--- src/rtl/aux_stage_pkg.sv ---
package aux_stage_pkg;
  localparam logic [7:0] OFF_CFG   = 8'h76;
  localparam logic [7:0] OFF_ADDR0 = 8'h7D;
  localparam logic [7:0] OFF_ADDR1 = 8'h7E;
  localparam logic [7:0] OFF_ADDR2 = 8'h7F;
  localparam logic [7:0] OFF_LEN   = 8'h80;
  localparam logic [7:0] OFF_WDATA = 8'h81;
  localparam logic [7:0] OFF_RDATA = 8'h82;
  localparam logic [7:0] OFF_CTRL  = 8'h83;
  localparam logic [7:0] OFF_STAT  = 8'h84;
  localparam logic [7:0] CFG_CLEAR_VAL = 8'hFF;
  localparam logic [2:0] CODE_TIMEOUT  = 3'd7;

  typedef struct packed {
    logic       txPop;
    logic       rxAccept;
    logic       statusLoad;
    logic [2:0] statusCode;
    logic [4:0] statusCount;
  } ctl_strobe_t;
endpackage

--- src/rtl/aux_stage_fifo.sv ---
module aux_stage_fifo #(
  parameter int WIDTH = 8,
  parameter int DEPTH = 16
) (
  input  logic             clk,
  input  logic             rstN,
  input  logic             clr,
  input  logic             push,
  input  logic [WIDTH-1:0] pushData,
  input  logic             pop,
  output logic [WIDTH-1:0] popData,
  output logic             empty,
  output logic             full
);
  localparam int AW = (DEPTH > 1) ? $clog2(DEPTH) : 1;
  localparam int CW = $clog2(DEPTH + 1);

  logic [WIDTH-1:0] mem [DEPTH];
  logic [AW-1:0] wrPtr, rdPtr;
  logic [CW-1:0] count;
  logic doPush, doPop;

  assign empty   = (count == '0);
  assign full    = (count == CW'(DEPTH));
  assign doPush  = push && !full;
  assign doPop   = pop && !empty;
  assign popData = empty ? '0 : mem[rdPtr];

  always_ff @(posedge clk) begin
    if (doPush) mem[wrPtr] <= pushData;
  end

  always_ff @(posedge clk or negedge rstN) begin
    if (!rstN) begin
      wrPtr <= '0; rdPtr <= '0; count <= '0;
    end else if (clr) begin
      wrPtr <= '0; rdPtr <= '0; count <= '0;
    end else begin
      if (doPush) wrPtr <= (wrPtr == AW'(DEPTH-1)) ? '0 : wrPtr + 1'b1;
      if (doPop)  rdPtr <= (rdPtr == AW'(DEPTH-1)) ? '0 : rdPtr + 1'b1;
      count <= count + CW'(doPush) - CW'(doPop);
    end
  end


  no_overflow_chk: assert property (@(posedge clk) disable iff (!rstN)
    (full && push && !pop && !clr) |=> full);

  empty_pop_chk: assert property (@(posedge clk) disable iff (!rstN)
    (empty && pop && !push && !clr) |=> empty);
endmodule

--- src/rtl/aux_stage_dp.sv ---
module aux_stage_dp
  import aux_stage_pkg::*;
#(
  parameter int FIFO_DEPTH = 16
) (
  input  logic        clk,
  input  logic        rstN,
  input  logic        hostWe,
  input  logic        hostRe,
  input  logic [7:0]  hostAddr,
  input  logic [7:0]  hostWdata,
  output logic [7:0]  hostRdata,
  input  logic        busy,
  input  ctl_strobe_t strb,
  output logic [3:0]  reqCmd,
  output logic [19:0] reqAddr,
  output logic [4:0]  reqLen,
  output logic [7:0]  txData,
  input  logic [7:0]  rxData
);
  logic [7:0] addrLo, addrMid, addrHi, lenReg, statusReg;
  logic cfgClear, wrPush, rdPop;
  logic [7:0] rxHead;
  logic txEmpty, txFull, rxEmpty, rxFull;

  assign cfgClear = hostWe && hostAddr == OFF_CFG && hostWdata == CFG_CLEAR_VAL;
  assign wrPush   = hostWe && hostAddr == OFF_WDATA && !busy;
  assign rdPop    = hostRe && hostAddr == OFF_RDATA;

  always_ff @(posedge clk or negedge rstN) begin
    if (!rstN) begin
      addrLo <= '0; addrMid <= '0; addrHi <= '0; lenReg <= '0;
    end else if (hostWe && !busy) begin
      case (hostAddr)
        OFF_ADDR0: addrLo  <= hostWdata;
        OFF_ADDR1: addrMid <= hostWdata;
        OFF_ADDR2: addrHi  <= hostWdata;
        OFF_LEN:   lenReg  <= hostWdata & 8'h8F;
        default: ;
      endcase
    end
  end

  always_ff @(posedge clk or negedge rstN) begin
    if (!rstN)                statusReg <= '0;
    else if (cfgClear)        statusReg <= '0;
    else if (strb.statusLoad) statusReg <= {strb.statusCode, strb.statusCount};
  end

  assign reqCmd  = addrHi[7:4];
  assign reqAddr = {addrHi[3:0], addrMid, addrLo};
  assign reqLen  = lenReg[7] ? 5'd0 : {1'b0, lenReg[3:0]} + 5'd1;

  aux_stage_fifo #(.WIDTH(8), .DEPTH(FIFO_DEPTH)) txFifo_i (
    .clk, .rstN, .clr(cfgClear), .push(wrPush), .pushData(hostWdata),
    .pop(strb.txPop), .popData(txData), .empty(txEmpty), .full(txFull));

  aux_stage_fifo #(.WIDTH(8), .DEPTH(FIFO_DEPTH)) rxFifo_i (
    .clk, .rstN, .clr(cfgClear), .push(strb.rxAccept), .pushData(rxData),
    .pop(rdPop), .popData(rxHead), .empty(rxEmpty), .full(rxFull));

  always_comb begin
    case (hostAddr)
      OFF_ADDR0: hostRdata = addrLo;
      OFF_ADDR1: hostRdata = addrMid;
      OFF_ADDR2: hostRdata = addrHi;
      OFF_LEN:   hostRdata = lenReg;
      OFF_RDATA: hostRdata = rxHead;
      OFF_CTRL:  hostRdata = {7'd0, busy};
      OFF_STAT:  hostRdata = statusReg;
      default:   hostRdata = 8'h00;
    endcase
  end


  stage_hold_chk: assert property (@(posedge clk) disable iff (!rstN)
    busy |=> $stable({addrLo, addrMid, addrHi, lenReg}));

  status_hold_chk: assert property (@(posedge clk) disable iff (!rstN)
    (!strb.statusLoad && !cfgClear) |=> $stable(statusReg));
endmodule

--- src/rtl/aux_stage_ctl.sv ---
module aux_stage_ctl
  import aux_stage_pkg::*;
#(
  parameter int TIMEOUT_CYCLES = 64
) (
  input  logic        clk,
  input  logic        rstN,
  input  logic        hostWe,
  input  logic [7:0]  hostAddr,
  input  logic [7:0]  hostWdata,
  input  logic [3:0]  reqCmd,
  input  logic [4:0]  reqLen,
  output logic        reqValid,
  input  logic        reqReady,
  output logic        txValid,
  input  logic        txReady,
  input  logic        rxValid,
  input  logic        rspValid,
  input  logic [2:0]  rspCode,
  input  logic [4:0]  rspCount,
  output logic        busy,
  output ctl_strobe_t strb
);
  localparam int TW = $clog2(TIMEOUT_CYCLES + 1);

  typedef enum logic [1:0] {S_IDLE, S_REQ, S_SEND, S_WAIT} state_t;
  state_t state;
  logic [TW-1:0] timer;
  logic [4:0] remaining;
  logic startReq, clearReq, timeoutHit, replyNow;

  assign clearReq   = hostWe && hostAddr == OFF_CFG && hostWdata == CFG_CLEAR_VAL;
  assign startReq   = hostWe && hostAddr == OFF_CTRL && hostWdata[0] && state == S_IDLE;
  assign busy       = (state != S_IDLE);
  assign reqValid   = (state == S_REQ);
  assign txValid    = (state == S_SEND);
  assign replyNow   = (state == S_WAIT) && rspValid;
  assign timeoutHit = busy && !replyNow && timer == TW'(TIMEOUT_CYCLES - 1);

  always_comb begin
    strb = '0;
    strb.txPop    = txValid && txReady;
    strb.rxAccept = (state == S_WAIT) && rxValid;
    if (replyNow) begin
      strb.statusLoad  = 1'b1;
      strb.statusCode  = rspCode;
      strb.statusCount = rspCount;
    end else if (timeoutHit) begin
      strb.statusLoad = 1'b1;
      strb.statusCode = CODE_TIMEOUT;
    end
  end

  always_ff @(posedge clk or negedge rstN) begin
    if (!rstN) begin
      state <= S_IDLE; timer <= '0; remaining <= '0;
    end else if (clearReq) begin
      state <= S_IDLE; timer <= '0; remaining <= '0;
    end else if (state == S_IDLE) begin
      timer <= '0;
      if (startReq) state <= S_REQ;
    end else begin
      timer <= timer + 1'b1;
      if (timeoutHit) state <= S_IDLE;
      else begin
        case (state)
          S_REQ: if (reqReady) begin
            remaining <= reqLen;
            state <= (!reqCmd[0] && reqLen != 5'd0) ? S_SEND : S_WAIT;
          end
          S_SEND: if (txReady) begin
            remaining <= remaining - 5'd1;
            if (remaining == 5'd1) state <= S_WAIT;
          end
          S_WAIT: if (rspValid) state <= S_IDLE;
          default: state <= S_IDLE;
        endcase
      end
    end
  end


  req_hold_chk: assert property (@(posedge clk) disable iff (!rstN)
    (reqValid && !reqReady && !clearReq && !timeoutHit) |=> reqValid);

  timer_bound_chk: assert property (@(posedge clk) disable iff (!rstN)
    busy |-> (timer < TW'(TIMEOUT_CYCLES)));

  tx_count_chk: assert property (@(posedge clk) disable iff (!rstN)
    txValid |-> (remaining != 5'd0));
endmodule

--- src/rtl/aux_stage.sv ---
module aux_stage
  import aux_stage_pkg::*;
#(
  parameter int FIFO_DEPTH     = 16,
  parameter int TIMEOUT_CYCLES = 64
) (
  input  logic        clk,
  input  logic        rstN,
  input  logic        hostWe,
  input  logic        hostRe,
  input  logic [7:0]  hostAddr,
  input  logic [7:0]  hostWdata,
  output logic [7:0]  hostRdata,
  output logic        reqValid,
  input  logic        reqReady,
  output logic [3:0]  reqCmd,
  output logic [19:0] reqAddr,
  output logic [4:0]  reqLen,
  output logic        txValid,
  input  logic        txReady,
  output logic [7:0]  txData,
  input  logic        rxValid,
  input  logic [7:0]  rxData,
  input  logic        rspValid,
  input  logic [2:0]  rspCode,
  input  logic [4:0]  rspCount
);
  ctl_strobe_t strb;
  logic busy;

  aux_stage_ctl #(.TIMEOUT_CYCLES(TIMEOUT_CYCLES)) ctl_i (
    .clk, .rstN, .hostWe, .hostAddr, .hostWdata, .reqCmd, .reqLen,
    .reqValid, .reqReady, .txValid, .txReady, .rxValid, .rspValid,
    .rspCode, .rspCount, .busy, .strb);

  aux_stage_dp #(.FIFO_DEPTH(FIFO_DEPTH)) dp_i (
    .clk, .rstN, .hostWe, .hostRe, .hostAddr, .hostWdata, .hostRdata,
    .busy, .strb, .reqCmd, .reqAddr, .reqLen, .txData, .rxData);
endmodule

--- config.mk ---
export PLATFORM = sky130hd
export DESIGN_NAME = aux_stage
export DESIGN_NICKNAME = d
export VERILOG_FILES = /design/src/rtl/aux_stage_pkg.sv /design/src/rtl/aux_stage_fifo.sv /design/src/rtl/aux_stage_dp.sv /design/src/rtl/aux_stage_ctl.sv /design/src/rtl/aux_stage.sv
export SDC_FILE = /design/constraint.sdc
export NUM_CORES = 1
export LEC_CHECK = 0
export ABC_CLOCK_PERIOD_IN_PS = 4950
export BUFFER_PORTS_ARGS = -buffer_cell sky130_fd_sc_hd__buf_4
export CAP_MARGIN = 20
export CORE_MARGIN = 2
export CORE_UTILIZATION = 26
export CTS_CLUSTER_SIZE = 25
export DETAILED_ROUTE_END_ITERATION = 12
export PLACE_DENSITY_LB_ADDON = 0.3
export SYNTH_ARGS = -nofsm -noshare
export SYNTH_HDL_FRONTEND = slang
export SYNTH_HIERARCHICAL = 1
export SYNTH_SLANG_ARGS = --single-unit
--- constraint.sdc ---
create_clock -name clk -period 4.95 [get_ports clk]
set_clock_uncertainty 0.15 [all_clocks]
set_input_delay 0.99 -clock clk [delete_from_list [all_inputs] [get_ports clk]]
set_output_delay 0.99 -clock clk [all_outputs]
set_load 0.01 [all_outputs]
* Word level (Yosys, flattened, before mapping) *
Memories as Yosys holds them, arrays and structs flattened.
Cells that the tools add are included.

storage, ports and cells
  register bits after elaboration = 77
  memory bits (writable) = 256
  bits of input ports = 40
  output and inout port bits = 47
  memories kept = 2

memories
  name               depth  width  read ports  clocked after memory_dff  write ports  RTL line              source
  dp_i.rxFifo_i.mem  16     8      1           0                         1            aux_stage_fifo.sv:18  logic [WIDTH-1:0] mem [DEPTH];
  dp_i.txFifo_i.mem  16     8      1           0                         1            aux_stage_fifo.sv:18

cells by class
  add/subtract/negate cells = 11
  equality and inequality tests = 30
  mux-type cells = 45
  reduce and logical (&&, ||, !) cells = 43

operators with widths
  operator             count
  $mux 4               14
  $pmux 8 s7           1
  $eq 8x8->1 const B   6
  $mux 5               9
  $eq 8x7->1 const B   4
  $mux 8               4
  $logic_and 1x1->1    19
  $add 4x1->4 const B  4
  $eq 4x4->1 const B   4
  $mux 2               8
  $mux 7               2
  $reduce_bool 2->1    6
  $add 5x1->5          2
  $eq 5x5->1 const B   2
  $logic_not 5->1      2
  $ne 5x5->1 const B   2
  $pmux 5 s2           1
  $reduce_and 5->1     2
  $sub 5x1->5          2
  $reduce_and 2->1     4
  $add 7x1->7 const B  1
  $eq 7x6->1 const B   1
  $logic_not 1->1      7
  $ne 3x1->1 const B   2
  14 further kinds     20

* Longest topological paths before layout *
Gate-level depths: netlist of run 1.

  depth in word-level cells = 10
  depth in mapped cells = 16
  depth with buffers taken out = 15

* Modules after synthesis *
The synthesis of run 1 kept the hierarchy.

by module, submodules not included
  module                          instances  cells each  area an instance (µm²)  seq. area each (µm²)
  aux_stage_fifo (dp_i.rxFifo_i)  1          306         5936.9                  4169.0
  aux_stage_fifo (dp_i.txFifo_i)  1          302         5795.6                  4169.0
  aux_stage_dp                    1          172         2016.9                  925.9
  aux_stage_ctl                   1          125         1082.3                  350.3

* Worst setup path after synthesis of run 1 *
Ideal clock, no wire load.

  path type = input port to flip-flop
  from = in hostAddr[5]
  to = reg dp_i.txFifo_i.count[4]
  library setup time = 0.173 ns
  arrival time = 3.847 ns
  data required time = 4.627 ns
  setup slack = 0.779 ns
  stages = 14
  path buffers = 1
  cells stage by stage = or4b_1 > buf_2 > or3_4 > nor3_1 > nand2_1 > ha_1 > inv_1 > ha_1 > inv_1 > fa_1 > nor2b_1 > o21bai_1 > a21oi_1 > nor3b_1

on the way
  cells in the longest elaborated chain, start to end = 7
  elaborated cells on any way between the ends = 10
  those cells by class = add/sub: 2; eq/ne: 2; mux: 1; reduce/logical: 5

RTL lines
  what                             RTL line              source
  start: declaration               aux_stage.sv:11       input logic [7:0] hostAddr,
  $eq 8x8->1                       aux_stage_dp.sv:27    assign wrPush = hostWe && hostAddr == OFF_WDATA && !busy;
  $logic_and 1x1->1 (2 in series)  aux_stage_dp.sv:27
  net dp_i.wrPush                  aux_stage_dp.sv:22    logic cfgClear, wrPush, rdPop;
  $logic_and 1x1->1                aux_stage_fifo.sv:25  assign doPush = push && !full;
  $add 5x1->5                      aux_stage_fifo.sv:41  count <= count + CW'(doPush) - CW'(doPop);
  $sub 5x1->5                      aux_stage_fifo.sv:41
  $mux 5                           aux_stage_fifo.sv:36  end else if (clr) begin
  end signal: assignment           aux_stage_fifo.sv:41
  end: declaration                 aux_stage_fifo.sv:20  logic [CW-1:0] count;

The timed path passes the listed nets, and every way through them passes these cells.
A chain may end at the register's enable or synchronous reset.

* Final worst setup path of run 1 *
  from = reg dp_i.rxFifo_i.rdPtr[0]
  to = out hostRdata[1]

on the way
  cells in the longest elaborated chain, start to end = 3

RTL lines
  what                      RTL line              source
  start: declaration        aux_stage_fifo.sv:19  logic [AW-1:0] wrPtr, rdPtr;
  start signal: assignment  aux_stage_fifo.sv:40  if (doPop) rdPtr <= (rdPtr == AW'(DEPTH-1)) ? '0 : rdPtr + 1'b1;
  $mem_v2 16x8              -
  $mux 8                    aux_stage_fifo.sv:27  assign popData = empty ? '0 : mem[rdPtr];
  net dp_i.rxHead[1]        aux_stage_dp.sv:23    logic [7:0] rxHead;
  $pmux 8 s7                aux_stage_dp.sv:63    case (hostAddr)
  end: declaration          aux_stage.sv:13       output logic [7:0] hostRdata,

The timed path passes the listed nets, and every way through them passes these cells.

==> flow_summary.toml, run 1 <==
[detailed_routing]
firstDrtPassIters = 5
ant_nets = 0
drt_wl_total_mm = 36.9
drc = 0
wl_per_cell_microns = 20.7
drtIter0Drc = 579
num_vias = 8250
via_per_inst = 4.62

[clock_network]
clock_path_buffers = 3
hold_buffers = 0
cts-root-buf = "clkbuf_16"
cts_resized = 0
cts_max_level = 2
cts_tree = "yes"
clk-insertion-delay-late_ps = 510
cts_buffers = 37
cts_setup_buffers = 0
clock_sinks = 333
clkTransAtPathRegs_ps = 50

[finish]
multi_input_area_sq_um = 4840
final_cell_mix = "256 x edfxtp_1, 95 x buf_4, 74 x dfrtp_1"
stdcell_area_sq_um = 17500
nets = 1071
drive_above_1_share_pct = 25.7
regArea_sq_um = 9620
n_antenna_cell = 0
fillers = 5637
syn2layout_area_growth_pct = 17.7
layout_commonest_cell = "edfxtp_1"

[global_routing]
antenna_found_initial = 0
grt_pass1_wl_mm = 54.6
grt_pass1_vias = 8366
grt_max_degree = 50
overflow = 0
grt_util_all_layers_pct = 12.3

[power]
leakage_uw = 0.00626
ir_drop_mv = 0.226
p_per_area_nw_per_um2 = 432

[die]
die_h_microns = 243
coreArea_sq_um = 56400
start_util_pct = 26.3
io_pins = 87
fp-row-count = 87
die_w_microns = 243
die-area_sq_um = 59000

[timing]
final_max_slew_viol_count = 0
rsz0062_at_grt = "false"
finalCritPeriodShare_pct = 88.5
setup_viol_count_final = 0
finalSetupTns_ps = 0
fmax_ghz = 0.228
hold_viol_final = 0
fin_crit_ps = 4380
tightest_slew_ps = 976
fin_ws_ps = 569
relSlewSlack_pct = 34.6

[job]
cap_violations = 0

[logic_synthesis]
synth_area_sq_um = 14800
async_reset_ff_share_pct = 23.1
synth_nets = 977
synth-main-ff-cell = "edfxtp_1"
synth.area.top_cells = "edfxtp_1 52%, dfrtp_1 13%, mux4_2 7.1%"
yosysWarnings = 6
yosysSeqAreaShare_pct = 64.8
avgSynthCellArea_sq_um = 16.4
synth-edff-count = 256
synth_top_area_share_pct = 51.8
synth_cells = 905
synthDistinctLibCells = 71
yosysTopAreaCell = "edfxtp_1"
ys_ff_latch = 333

[setup_path]
reg2reg_slack_ps = 1240
crit_family = "compound AO/OA/AOI/OAI gates"
cp.required_ps = 3810
critPathLaunchType = "flip-flop"
crit_path_cell_trace = "mux4_1 -> and2b_1 -> a211oi_1 -> a211oi_1 -> a32oi_1 -> o21ai_0 -> buf_4"
crit_path_frequent_cell = "a211oi_1"
crit_buf_inv = 1
crit_type = "flip-flop to output port"
slowest_delay_ps = 700
cpMaxStageDelayCell = "dfrtp_2"
arrival_ps = 3240
worstPathMaxFanout = 16
critPathCaptureType = "output port"

[worst_hold_path]
hold_class = "flip-flop to flip-flop"

[place]
dp_slack_ps = 247
placed_area_sq_um = 16300
hpwl_mm = 25.1
portBuffers = 86
place_congestion = 0.789

[status]
status = "complete, no violations"
-- worst paths after layout --
check,from,end,cells after the start
min in group asynchronous,rstN,ctl_i/remaining[2],1
hold reg to reg,ctl_i/timer[0],ctl_i/timer[0],1
setup reg to reg,ctl_i/state[0],dp_i/txFifo_i/count[4],15
setup / recovery,dp_i/rxFifo_i/rdPtr[0],hostRdata[1],7
hold / removal,ctl_i/timer[0],ctl_i/timer[0],1
max in group asynchronous,rstN,dp_i/txFifo_i/rdPtr[1],2
-- state kept, by name, indices dropped and copies added (netlist names) --
signal,flops
ctl_i/remaining,5
ctl_i/state,2
ctl_i/timer,7
dp_i/addrHi,8
dp_i/addrLo,8
dp_i/addrMid,8
dp_i/lenReg,5
dp_i/rxFifo_i/count,5
dp_i/rxFifo_i/mem,128
dp_i/rxFifo_i/rdPtr,4
dp_i/rxFifo_i/wrPtr,4
dp_i/statusReg,8
dp_i/txFifo_i/count,5
dp_i/txFifo_i/mem,128
dp_i/txFifo_i/rdPtr,4
dp_i/txFifo_i/wrPtr,4
-- routing by layer --
layer / track usage (%) / part of all wire (%)
met1: 16.7 / 46
met2: 19.9 / 47
met3: 3.10 / 5.8
met4: 2.53 / 1.5
met5: 0 / 0
-- cells by family (layout without fill, tap and decap cells) --
kind of cell               Yosys count  after routing  synth area share, %
and+or+nand+nor                    216            216                 8.75
adders and majority gates           32             32                 2.80
DFF                                333            333                 64.8
muxes                              134            134                 15.2
xor gates and xnor gates            17             17                 1.00
buffers and inverters               73            196                 2.62
AOI/OAI and AO/OA                  100            100                 4.81
-- synth_stat cells, types with 4 or more instances --
| master | count |
|---|---|
| mux2i_1 | 32 |
| buf_4 | 5 |
| o21ai_1 | 9 |
| nor3_1 | 11 |
| o21ai_0 | 4 |
| and2b_1 | 5 |
| nand3_1 | 17 |
| buf_6 | 6 |
| mux4_1 | 17 |
| or3_1 | 5 |
| xnor2_1 | 12 |
| inv_1 | 31 |
| nand2b_1 | 6 |
| nor2_1 | 41 |
| edfxtp_1 | 256 |
| dfrtp_1 | 77 |
| clkbuf_1 | 15 |
| nor4_1 | 7 |
| and2_1 | 26 |
| and3_1 | 14 |
| a21oi_1 | 23 |
| buf_2 | 12 |
| mux4_2 | 47 |
| mux2_2 | 38 |
| ha_1 | 30 |
| nor3b_1 | 6 |
| nand2_1 | 26 |
| xor2_1 | 5 |
| a22oi_2 | 7 |
| a211oi_1 | 17 |
| a21o_1 | 6 |
| and4b_1 | 4 |
| nor2b_1 | 17 |
| a22oi_1 | 6 |
| a31oi_1 | 6 |
-- where the power goes --
| part | switching, uW | internal, uW |
|---|---|---|
| Combinational | 748 | 726 |
| Sequential | 230 | 3160 |
| Clock | 1080 | 1590 |
| Total | 2060 | 5480 |
-- metrics by stage --
step                total power, uW  hold WS (ps)  utilization (%)  instances
floorplan                      4430           282                -        905
global placement               4910           302             28.9       1716
detailed placement             4940           308             28.9       1716
CTS                            7640           315             31.0       1784
global route                   7920           329             31.0       1784
finish                         7540           307             31.0       1784
-- layout make-up --
class | instances | share of cell area (%)
Timing Repair Buffer | 97 | 4.31
Clock inverter | 17 | 0.802
Sequential cell | 333 | 55.1
Tap cell | 756 | 5.42
Inverter | 31 | 0.666
Multi-Input combinational cell | 499 | 27.7
Clock buffer | 51 | 6.02
No activity file was read; power rests on OpenSTA's default activity.
==> inputs of run 2 (changes only) <==
--- a/config.mk
+++ b/config.mk
@@ -9,10 +9,10 @@
 export BUFFER_PORTS_ARGS = -buffer_cell sky130_fd_sc_hd__buf_4
 export CAP_MARGIN = 20
 export CORE_MARGIN = 2
-export CORE_UTILIZATION = 26
+export CORE_UTILIZATION = 40
 export CTS_CLUSTER_SIZE = 25
 export DETAILED_ROUTE_END_ITERATION = 12
-export PLACE_DENSITY_LB_ADDON = 0.3
+export PLACE_DENSITY = 0.57
 export SYNTH_ARGS = -nofsm -noshare
 export SYNTH_HDL_FRONTEND = slang
 export SYNTH_HIERARCHICAL = 1
==> flow_summary.toml, run 2 (synthesized netlist as in run 1, its figures left out) <==
[status]
status = "complete, no violations"

[clock_network]
hold_buffers = 0
cts_max_level = 2
clock_sinks = 333
cts_setup_buffers = 0
cts-root-buf = "clkbuf_16"
cts_resized = 0
cts_buffers = 37
cts_tree = "yes"
clkTransAtPathRegs_ps = 60
clock_path_buffers = 3
clk-insertion-delay-late_ps = 520

[finish]
final_cell_mix = "256 x edfxtp_1, 97 x buf_4, 75 x dfrtp_1"
layout_commonest_cell = "edfxtp_1"
syn2layout_area_growth_pct = 15.7
drive_above_1_share_pct = 25.5
fillers = 3112
n_antenna_cell = 0
reg.largest.list = "dp_i/rxFifo_i/mem x128, dp_i/txFifo_i/mem x128"
stdcell_area_sq_um = 17200
nets = 1073

[global_routing]
antenna_found_initial = 0
grt_max_degree = 78
grt_pass1_vias = 8113
grt_util_all_layers_pct = 17.5
overflow = 0
grt_pass1_wl_mm = 50.7

[die]
die_h_microns = 197
fp-row-count = 70
die_w_microns = 197
io_pins = 87
coreArea_sq_um = 36500
die-area_sq_um = 38600
start_util_pct = 40.6

[detailed_routing]
via_per_inst = 5.39
num_vias = 8065
firstDrtPassIters = 5
drc = 0
drt_wl_total_mm = 33.3
drtIter0Drc = 504
wl_per_cell_microns = 22.2
ant_nets = 0

[timing]
final_max_slew_viol_count = 0
relSlewSlack_pct = 44.4
finalCritPeriodShare_pct = 85.6
setup_viol_count_final = 0
fin_crit_ps = 4240
fin_hold_ws_ps = 187
rsz0062_at_grt = "false"
fmax_ghz = 0.236
finalSetupTns_ps = 0
tightest_slew_ps = 830
hold_viol_final = 0

[setup_path]
crit_path_cell_trace = "buf_12 -> mux4_1 -> nor2b_1 -> a211oi_1 -> a211oi_1 -> mux2i_1 -> nor3_1 -> a211o_1 -> buf_4"
worstSetupEndpoint = "hostRdata[7]"
crit_path_frequent_cell = "a211oi_1"
critPathCaptureType = "output port"
worstSetupStartpoint = "dp_i/rxFifo_i/rdPtr[0]"
reg2reg_from = "ctl_i/state[1]"
slowest_delay_ps = 600
arrival_ps = 3100
r2r_end = "dp_i/txFifo_i/count[4]"
r2r_cells = 16
cpMaxStageDelayCell = "mux4_1"
worstPathMaxFanout = 28
reg2reg_slack_ps = 1470
cp.required_ps = 3810
crit_type = "flip-flop to output port"
critPathLaunchType = "flip-flop"

[worst_hold_path]
hold_class = "input port to async pin"

[power]
p_comb_share_pct = 19.4
pwr-share-seq_pct = 43.9
p_per_area_nw_per_um2 = 444
leakage_uw = 0.00628
swShare_pct = 26.7
ir_drop_mv = 0.263
p_total_uw = 7630
internal_power_uw = 5590
pwr-share-clk_pct = 36.7
switchingPower_uw = 2040

[place]
placed_area_sq_um = 15900
place_congestion = 0.789
hpwl_mm = 21.8
portBuffers = 86

[job]
cap_violations = 0
==> run 2: final cells by class <==
cell class / instances / area, sq um / share of cell area (%)
well taps: 468 / 586 / 3.41
inverters: 31 / 116 / 0.678
multi-input cells: 499 / 4840 / 28.2
repair buffers: 99 / 776 / 4.52
clock buffers: 53 / 1030 / 5.98
flip-flops and latches: 333 / 9620 / 56.0
clock inverters: 13 / 206 / 1.20
==> run 2: per-stage QoR <==
step                      utilization (%)  std cells  setup WS [ps]
final                                47.0       1496            711
after global routing                 47.0       1496            508
after CTS                            46.9       1495            656
after detailed placement             43.6       1429            263
after global placement               43.6       1429            327
after floorplan                         -        905            779
==> run 2: power by group through the flow <==
| stage | Sequential [uW] | Combinational, uW | Clock [uW] |
|---|---|---|---|
| 2_1_floorplan | 3310 | 1120 | 0 |
| 3_3_place_gp | 3400 | 1470 | 0 |
| 3_5_place_dp | 3400 | 1500 | 0 |
| 4_1_cts | 3350 | 1500 | 2870 |
| 5_1_grt | 3380 | 1640 | 2990 |
| 6_report | 3350 | 1480 | 2800 |
==> run 2: how the worst min path moves through the flow <==
stage                         end  cells past startpoint            from  slack, ps
6_report       ctl_i/remaining[2]                      1            rstN        190
5_1_grt        ctl_i/remaining[2]                      1            rstN        190
4_1_cts            ctl_i/timer[0]                      1  ctl_i/timer[0]        320
3_5_place_dp       ctl_i/timer[0]                      1  ctl_i/timer[0]        310
3_3_place_gp       ctl_i/timer[0]                      1  ctl_i/timer[0]        300
2_1_floorplan      ctl_i/timer[0]                      1  ctl_i/timer[0]        280
==> run 2: critical path: cells and delay by family (launching register included) <==
family          cells  cell delay (ps)
buf+inv             2              430
flops               1              530
mux                 2              770
compound gates      3              600
simple gates        2              220
==> run 2: routing by layer <==
| layer | vias up | GRT usage [%] | routed length, microns |
|---|---|---|---|
| met1 | 4139 | 24.8 | 15200 |
| met5 | - | 0 | 0 |
| met4 | 0 | 4.12 | 551 |
| met2 | 145 | 28.8 | 16300 |
| li1 | 3736 | - | - |
| met3 | 45 | 2.62 | 1190 |
==> inputs of run 3 (changes only) <==
--- a/config.mk
+++ b/config.mk
@@ -12,7 +12,8 @@
 export CORE_UTILIZATION = 40
 export CTS_CLUSTER_SIZE = 25
 export DETAILED_ROUTE_END_ITERATION = 12
-export PLACE_DENSITY = 0.57
+export PLACE_DENSITY = 0.63
+export RECOVER_POWER = 25
 export SYNTH_ARGS = -nofsm -noshare
 export SYNTH_HDL_FRONTEND = slang
 export SYNTH_HIERARCHICAL = 1
==> flow_summary.toml, run 3 (synthesized netlist as in run 1, its figures left out) <==
[status]
status = "complete, no violations"

[place]
hpwl_mm = 21.9
place_congestion = 0.801
portBuffers = 86

[clock_network]
hold_buffers = 0
cts_max_level = 2
cts_tree = "yes"
cts_setup_buffers = 0
cts_resized = 0
cts_buffers = 36
clk-insertion-delay-late_ps = 520
cts-root-buf = "clkbuf_16"
clock_path_buffers = 3
clock_sinks = 333
clkTransAtPathRegs_ps = 60

[detailed_routing]
wl_met3_mm = 1.21
wl_per_cell_microns = 21.9
firstDrtPassIters = 5
ant_nets = 0
via_per_inst = 5.49
drtIter0Drc = 450
wirelength_met1_mm = 14.6
drt_wl_total_mm = 32.8
num_vias = 8215
drc = 0
wl_met2_mm = 16.3
highest_layer = "met4"

[setup_path]
crit_path_cell_trace = "buf_12 -> mux4_2 -> mux2i_1 -> a211oi_1 -> mux2i_1 -> nor3_1 -> a211o_1 -> buf_4"
worstSetupStartpoint = "dp_i/rxFifo_i/rdPtr[0]"
crit_family = "multiplexers"
reg2reg_from = "ctl_i/state[0]"
crit_buf_inv = 2
slowest_delay_ps = 710
crit_type = "flip-flop to output port"
critPathLaunchType = "flip-flop"
cp.required_ps = 3810
arrival_ps = 3110
critPathCaptureType = "output port"
crit_path_frequent_cell = "mux2i_1"
cpMaxStageDelayCell = "dfrtp_2"
worstPathMaxFanout = 17

[power]
p_per_area_nw_per_um2 = 430
leakage_uw = 0.00616
ir_drop_mv = 0.270

[timing]
fin_hold_ws_ps = 330
final_max_slew_viol_count = 0
rsz0062_at_grt = "false"
setup_viol_count_final = 0
finalSetupTns_ps = 0
relSlewSlack_pct = 26.7
finalCritPeriodShare_pct = 85.9
fin_crit_ps = 4250
fmax_ghz = 0.235
tightest_slew_ps = 1100
hold_viol_final = 0

[global_routing]
grt_pass1_wl_mm = 51.0
overflow = 0
grt_max_degree = 47
grt_util_all_layers_pct = 17.4
grt_pass1_vias = 8326
antenna_found_initial = 0

[die]
die_h_microns = 197
die_w_microns = 197
start_util_pct = 40.6
fp-row-count = 70
coreArea_sq_um = 36500
io_pins = 87
die-area_sq_um = 38600

[finish]
regArea_sq_um = 9620
nets = 1074
multi_input_area_sq_um = 4840
final_cell_mix = "256 x edfxtp_1, 86 x buf_4, 74 x dfrtp_1"
layout_commonest_cell = "edfxtp_1"
drive_above_1_share_pct = 24.4
n_antenna_cell = 0
syn2layout_area_growth_pct = 14.4
reg.largest.list = "dp_i/rxFifo_i/mem x128, dp_i/txFifo_i/mem x128"
fillers = 3108

[worst_hold_path]
min_from = "ctl_i/timer[0]"
hold_class = "flip-flop to flip-flop"

[job]
cap_violations = 0
[run 3: metrics by stage]
stage | instances | area (sq um) | worst slack [ps] | total power, uW | util [%]
finish | 1497 | 17000 | 697 | 7290 | 46.5
CTS | 1497 | 17000 | 588 | 7380 | 46.6
detailed placement | 1432 | 15900 | 400 | 4880 | 43.6
global placement | 1432 | 15900 | 431 | 4860 | 43.6
floorplan | 905 | 14800 | 779 | 4430 | -
global route | 1497 | 17000 | 502 | 7680 | 46.5
[run 3: worst paths after layout]
path / end / slack, ps / cells past startpoint
worst min-delay path: ctl_i/timer[0] / 330 / 1
max in group asynchronous: dp_i/txFifo_i/rdPtr[0] / 3390 / 2
min in group asynchronous: ctl_i/remaining[4] / 340 / 1
worst min register to register: ctl_i/timer[0] / 330 / 1
worst max-delay path: hostRdata[7] / 700 / 8
worst max register to register: dp_i/txFifo_i/count[4] / 1450 / 16
[run 3: routing by layer]
metal  up-vias  global-route usage, %
met3        43                   2.98
met1      4264                   23.4
met4         0                   4.83
met5         -                      0
li1       3740                      -
met2       168                   29.5
[run 3: cell type report]
| type | count | share of cell area (%) |
|---|---|---|
| flip-flops and latches | 333 | 56.7 |
| multi-input cells | 499 | 28.5 |
| clock buffers | 48 | 5.87 |
| repair buffers | 101 | 4.23 |
| well taps | 468 | 3.45 |
| inverters | 31 | 0.686 |
| clock inverters | 17 | 0.582 |
[run 3: power by group]
part	leakage, uW	switching (uW)	internal (uW)
sequential	0.00332	200	3160
combinational	0.00232	730	715
clock	0.000524	1060	1420
